--- config.mk ---
export PLATFORM = sky130hd
export DESIGN_NAME = csa_adder
export DESIGN_NICKNAME = d
export VERILOG_FILES = /design/src/rtl/csa_pkg.sv /design/src/rtl/csa_operand_prep.sv /design/src/rtl/csa_full_adder.sv /design/src/rtl/csa_ripple_group.sv /design/src/rtl/csa_skip_mux.sv /design/src/rtl/csa_adder.sv
export SDC_FILE = /design/constraint.sdc
export NUM_CORES = 1
export LEC_CHECK = 0
export BUFFER_PORTS_ARGS = -buffer_cell sky130_fd_sc_hd__buf_2
export CAP_MARGIN = 5
export CORE_MARGIN = 8
export CORE_UTILIZATION = 50
export DETAILED_ROUTE_END_ITERATION = 8
export GPL_TIMING_DRIVEN = 0
export PLACE_DENSITY = 0.83
export SYNTH_ARGS = -nofsm -noshare
export SYNTH_HDL_FRONTEND = slang
export SYNTH_SLANG_ARGS = --single-unit
export TNS_END_PERCENT = 10
--- constraint.sdc ---
create_clock -name vclk -period 32.6
set_input_delay 6.52 -clock vclk [all_inputs]
set_output_delay 6.52 -clock vclk [all_outputs]
set_load 0.03 [all_outputs]
--- src/rtl/csa_pkg.sv ---
package csa_pkg;

  // Bits per ripple group; fixed by the architecture.
  localparam int unsigned CSA_GRP = 4;

  function automatic int unsigned csa_groups(input int unsigned width);
    return width / CSA_GRP;
  endfunction

endpackage

--- src/rtl/csa_operand_prep.sv ---
module csa_operand_prep #(
  parameter int unsigned WIDTH = 32
) (
  input  logic [WIDTH-1:0] b_i,
  input  logic             sub_i,
  output logic [WIDTH-1:0] b_eff_o
);

  // Conditional one's complement of the second operand.
  always_comb begin
    b_eff_o = b_i ^ {WIDTH{sub_i}};
  end

endmodule

--- src/rtl/csa_full_adder.sv ---
module csa_full_adder (
  input  logic a_i,
  input  logic b_i,
  input  logic ci_i,
  output logic s_o,
  output logic co_o,
  output logic p_o
);

  logic prop;
  logic gen;

  always_comb begin
    prop = a_i ^ b_i;
    gen  = a_i & b_i;
    s_o  = prop ^ ci_i;
    co_o = gen | (prop & ci_i);
    p_o  = prop;
  end

endmodule

--- src/rtl/csa_ripple_group.sv ---
module csa_ripple_group
  import csa_pkg::*;
(
  input  logic [CSA_GRP-1:0] a_i,
  input  logic [CSA_GRP-1:0] b_i,
  input  logic               ci_i,
  output logic [CSA_GRP-1:0] s_o,
  output logic               co_ripple_o,
  output logic               grp_p_o
);

  logic [CSA_GRP-1:0] bit_p;

  for (genvar i = 0; i < CSA_GRP; i++) begin : g_fa
    logic c_in;
    logic c_out;
    if (i == 0) begin : g_first
      assign c_in = ci_i;
    end else begin : g_next
      assign c_in = g_fa[i-1].c_out;
    end
    csa_full_adder u_fa (
      .a_i  (a_i[i]),
      .b_i  (b_i[i]),
      .ci_i (c_in),
      .s_o  (s_o[i]),
      .co_o (c_out),
      .p_o  (bit_p[i])
    );
  end

  assign co_ripple_o = g_fa[CSA_GRP-1].c_out;
  assign grp_p_o     = &bit_p;

endmodule

--- src/rtl/csa_skip_mux.sv ---
module csa_skip_mux (
  input  logic ci_i,
  input  logic co_ripple_i,
  input  logic grp_p_i,
  output logic co_o
);

  // Full propagate: the group can neither generate nor kill, so bypass it.
  always_comb begin
    co_o = grp_p_i ? ci_i : co_ripple_i;
  end

endmodule

--- src/rtl/csa_adder.sv ---
module csa_adder
  import csa_pkg::*;
#(
  parameter int unsigned WIDTH = 32
) (
  input  logic [WIDTH-1:0] a_i,
  input  logic [WIDTH-1:0] b_i,
  input  logic             sub_i,
  output logic [WIDTH-1:0] sum_o,
  output logic             cout_o
);

  localparam int unsigned NGRP = csa_groups(WIDTH);

  logic [WIDTH-1:0] b_eff;
  logic [NGRP-1:0]  grp_cin;
  logic [NGRP-1:0]  grp_cout;
  logic [NGRP-1:0]  grp_ripple;
  logic [NGRP-1:0]  grp_prop;

  csa_operand_prep #(.WIDTH(WIDTH)) u_prep (
    .b_i     (b_i),
    .sub_i   (sub_i),
    .b_eff_o (b_eff)
  );

  for (genvar k = 0; k < NGRP; k++) begin : g_grp
    logic c_in;
    logic c_rip;
    logic c_out;
    logic p_grp;
    if (k == 0) begin : g_lsb
      assign c_in = sub_i;
    end else begin : g_chain
      assign c_in = g_grp[k-1].c_out;
    end

    csa_ripple_group u_grp (
      .a_i         (a_i[k*CSA_GRP +: CSA_GRP]),
      .b_i         (b_eff[k*CSA_GRP +: CSA_GRP]),
      .ci_i        (c_in),
      .s_o         (sum_o[k*CSA_GRP +: CSA_GRP]),
      .co_ripple_o (c_rip),
      .grp_p_o     (p_grp)
    );

    csa_skip_mux u_skip (
      .ci_i        (c_in),
      .co_ripple_i (c_rip),
      .grp_p_i     (p_grp),
      .co_o        (c_out)
    );

    assign grp_cin[k]    = c_in;
    assign grp_cout[k]   = c_out;
    assign grp_ripple[k] = c_rip;
    assign grp_prop[k]   = p_grp;
  end

  assign cout_o = g_grp[NGRP-1].c_out;

endmodule

# --- Yosys cells after proc, flatten, opt, wreduce, memory -nomap -nowiden ---
# Index checks and enable logic that the tools add are counted.
totals:
  regBits: 0
  input_bits: 65
  mem_count: 0
  out_inout_bits: 33
  latch_bits: 0
  word_cells: 177
  mem_bits_ro: 0
  mem_bits_rw: 0
classes:
  reduce_logical: 8
  n_shift: 0
  n_eq_ne: 0
  muxes: 8
  div_mod_pow: 0
  bitwise: 161
  add_sub_neg: 0
  mul: 0
  n_lt_le_gt_ge: 0
ops:
  columns: ["cell", "count"]
  rows:
  - ["$and A1 B1 Y1", 64]
  - ["$xor A1 B1 Y1", 64]
  - ["$or A1 B1 Y1", 32]
  - ["$reduce_and A4 Y1", 8]
  - ["$xor A32 B32 Y32", 1]
  - ["$mux W1", 8]

# --- Depth between registers and ports, before layout ---
depth:
  ltp_word: 74
  ltp_mapped: 51
  ltp_nobuf: 49

# --- Hierarchy ---
# Synthesis repeated with hierarchy kept, for this count alone.
unflattened:
  hier_cells: 116
  hier_area_um2: 1582.8
modules_own_cells:
  columns: ["module", "area_per_inst_um2", "cells_per_inst", "seq_area_each_um2", "instances"]
  rows:
  - ["csa_full_adder", 32.5, 2, 0.0, 32]
  - ["csa_operand_prep", 351.6, 36, 0.0, 1]
  - ["csa_skip_mux", 15.0, 1, 0.0, 8]
  - ["csa_ripple_group", 8.8, 1, 0.0, 8]

# --- Worst setup path after synthesis ---
# Ideal clock, no wire load.
synth_timing:
  kind: "input -> output"
  start: "input sub_i"
  end: "output sum_o[31]"
  t_arrival_ps: 21224
  path_stages: 50
  path_buffers: 3
  setup_slack_ps: 4856
  cell_sequence: "clkbuf_8 -> buf_2 -> xor2_1 -> inv_1 -> fa_1 -> fa_1 -> fa_1 -> a41oi_1 -> a21oi_2 -> fa_1 -> fa_1 -> fa_1 -> fa_1 -> mux2_4 -> fa_1 -> fa_1 -> fa_1 -> fa_1 -> [14 not listed] -> nand2_1 -> fa_1 -> fa_1 -> fa_1 -> fa_1 -> nor2b_1 -> a21oi_1 -> fa_1 -> fa_1 -> fa_1 -> fa_1 -> o22a_1 -> fa_1 -> fa_1 -> fa_1 -> inv_1 -> fa_1 -> buf_4"
synth_between:
  elab_chain_cells: 72
synth_lines:
  columns: ["element", "line", "source"]
  rows:
  - ["start, declared", "csa_adder.sv:8", "input logic sub_i,"]
  - ["$xor A32 B32 Y32", "csa_operand_prep.sv:11", "b_eff_o = b_i ^ {WIDTH{sub_i}};"]
  - ["$xor A1 B1 Y1", "csa_full_adder.sv:14", "prop = a_i ^ b_i;"]
  - ["$and A1 B1 Y1", "csa_full_adder.sv:17", "co_o = gen | (prop & ci_i);"]
  - ["$or A1 B1 Y1", "csa_full_adder.sv:17", null]
  - ["$and A1 B1 Y1", "csa_full_adder.sv:17", null]
  - ["$or A1 B1 Y1", "csa_full_adder.sv:17", null]
  - ["$and A1 B1 Y1", "csa_full_adder.sv:17", null]
  - ["$or A1 B1 Y1", "csa_full_adder.sv:17", null]
  - ["[56 not listed]", null, null]
  - ["$mux W1", "csa_skip_mux.sv:10", "co_o = grp_p_i ? ci_i : co_ripple_i;"]
  - ["$and A1 B1 Y1", "csa_full_adder.sv:17", null]
  - ["$or A1 B1 Y1", "csa_full_adder.sv:17", null]
  - ["$and A1 B1 Y1", "csa_full_adder.sv:17", null]
  - ["$or A1 B1 Y1", "csa_full_adder.sv:17", null]
  - ["$and A1 B1 Y1", "csa_full_adder.sv:17", null]
  - ["$or A1 B1 Y1", "csa_full_adder.sv:17", null]
  - ["$xor A1 B1 Y1 *", "csa_full_adder.sv:16", "s_o = prop ^ ci_i;"]
  - ["end, declared", "csa_adder.sv:9", "output logic [WIDTH-1:0] sum_o,"]
# Every way passes the cells marked *; elsewhere a longest branch is shown, timed or not.

# --- Worst setup path in the final report ---
# Same ends and word-level chain as after synthesis.

==> reports/results.ini <==
[floorplan]
die-width_um = 81.4
core_area_um2 = 4060
start_util = 0.527
io_pins = 98
rows = 23
die_area_um2 = 6620
die_y_um = 81.4

[logic_synthesis]
avgSynthCellArea_um2 = 8.32
syn_nets = 384
synth_area_um2 = 2140
syn_inst = 257
synth.yosys.seq_area_share = 0
yosys_warnings = 0
synthTopCellsByArea = fa_1 (29%), ha_1 (18%), inv_1 (16%)
synth_area_leader_cell = fa_1
yosys.area.top_type_share = 0.290
synth_cell_types = 30

[grt]
grt_pass1_vias = 1840
grt_max_degree = 11
grt_first_pass_wirelength_um = 7720
grt_overflow = 0
antenna_found_initial = 0
grt_use_total = 0.140

[route]
route.vias.total = 1737
wl_um = 4750
post-route-drc-count = 0
firstDrtPassIters = 4
drt-vias-per-instance = 4.30
routedWlPerCell_um = 11.8
antenna_left = 0
first_iter_violations = 19

[clocking]
postCtsResizedCells = 0
cts_hold_buf = 0
post_cts_buffers = 0

[critical_path]
path_common_cell = fa_1
startpoint_type = primary input
worstPathArrival_ns = 22.32
cp_slowest_stage_delay_ns = 0.45
slowest_stage = fa_1
path_max_fanout = 10
crit_type = primary input to output pin
cp.required_ns = 26.08
end_kind = output pin

[power_and_ir_drop]
power_frac_comb = 1.000
ir_drop_uv = 19.1
p_sw_mw = 0.0572
power.share.clock = 0
internal_power_mw = 0.0410
power-per-cell-area_nw_per_um2 = 36.6
p_leak_nw = 1.73
seq_power_share = 0
p_sw_frac = 0.582

[finish]
diodes = 0
multiInputGateArea_um2 = 1520
seq_cells = 0
final_cell_mix = buf_2 (100), inv_1 (92), xor2_1 (32), buf_4 (32)
regArea_um2 = 0
drive_above_1_share = 0.381
final_util = 0.662
syn2layout_area_growth_pct = 25.6
layout.nets = 483
fillCellCount = 351
mostFrequentLayoutCell = buf_2
nClkBuffers = 0
final_area_um2 = 2690

[timing]
hold_viol_final = 0
slew_viol_final = 0
grt_setup_unrepaired = false
timing.setup.tns_ns = 0
worstMarginPinSlew_ns = 0.409
slew-limit-headroom = 0.725
period_needed_ns = 28.84
finalSetupViolations = 0
fmax_ghz = 0.0347
fin_crit_sh = 0.885

[worst_hold_path]
hold_path_class = primary input to output pin

[placed_design]
numPortBuffers = 97
post-dp-hpwl_um = 4390
gp_congestion = 0.723
dpl_cell_area_um2 = 2690

[run_status]
outcome = finished clean

[run]
maxCapViolations = 0

==> path summary, 6_finish.rpt <==
kind | slack, ns | cells after the start | endpoint | start
max | 3.76 | 51 | sum_o[31] | sub_i
min | 13.53 | 4 | sum_o[0] | a_i[0]
==> cells by family (layout without fill, tap and decap cells) <==
group / after synthesis / count (layout) / synth area share
AOI/OAI and AO/OA: 14 / 14 / 0.0463
xor gates and xnor gates: 32 / 32 / 0.131
adders and majority gates: 62 / 62 / 0.472
buffers and inverters: 128 / 225 / 0.287
muxes: 2 / 2 / 0.0117
and+or+nand+nor: 19 / 19 / 0.0515
==> power by group through the flow <==
stage	sequential, mW	combinational [mW]	clock, mW
after floorplan	0	0.0748	0
after global placement	0	0.0968	0
after detailed placement	0	0.0994	0
after CTS	0	0.0999	0
after global routing	0	0.109	0
final	0	0.0983	0
==> Yosys cell counts (2+ instances only) <==
| cell | number |
|---|---|
| buf_2 | 3 |
| fa_1 | 31 |
| buf_4 | 32 |
| nor2_1 | 2 |
| inv_1 | 92 |
| nor2b_1 | 2 |
| nand4_1 | 6 |
| o21ai_0 | 2 |
| a21oi_1 | 3 |
| ha_1 | 31 |
| nand2_1 | 3 |
| xor2_1 | 32 |
==> critical path: cells and delay by family <==
family	cells	cell delay, ns
AOI/OAI and AO/OA	7	1.07
xor gates and xnor gates	1	0.25
adders and majority gates	31	12.74
buffers and inverters	6	0.90
muxes	1	0.29
and+or+nand+nor	5	0.57
==> area by class of cell <==
class | instances | share of cell area
Timing Repair Buffer | 97 | 0.181
Buffer | 36 | 0.100
Inverter | 92 | 0.129
Multi-Input combinational cell | 129 | 0.567
Tap cell | 50 | 0.0233
==> metrics by stage <==
step                      std cells  setup slack (ns)  hold slack [ns]  power, mW
after global placement          404              3.90            13.51     0.0968
after CTS                       404              3.67            13.54     0.0999
final                           404              3.76            13.53     0.0983
after global routing            404              3.01            13.56      0.109
after detailed placement        404              3.71            13.54     0.0994
after floorplan                 257              4.86            13.26     0.0748
==> metal layers <==
metal / track usage / routed length (um) / vias up
li1: - / - / 883
met1: 0.161 / 1790 / 795
met2: 0.270 / 2490 / 59
met3: 0.0320 / 471 / 0
met4: 0 / 0 / 0
met5: 0 / 0 / -
No activity file was read; power rests on OpenSTA's default activity.
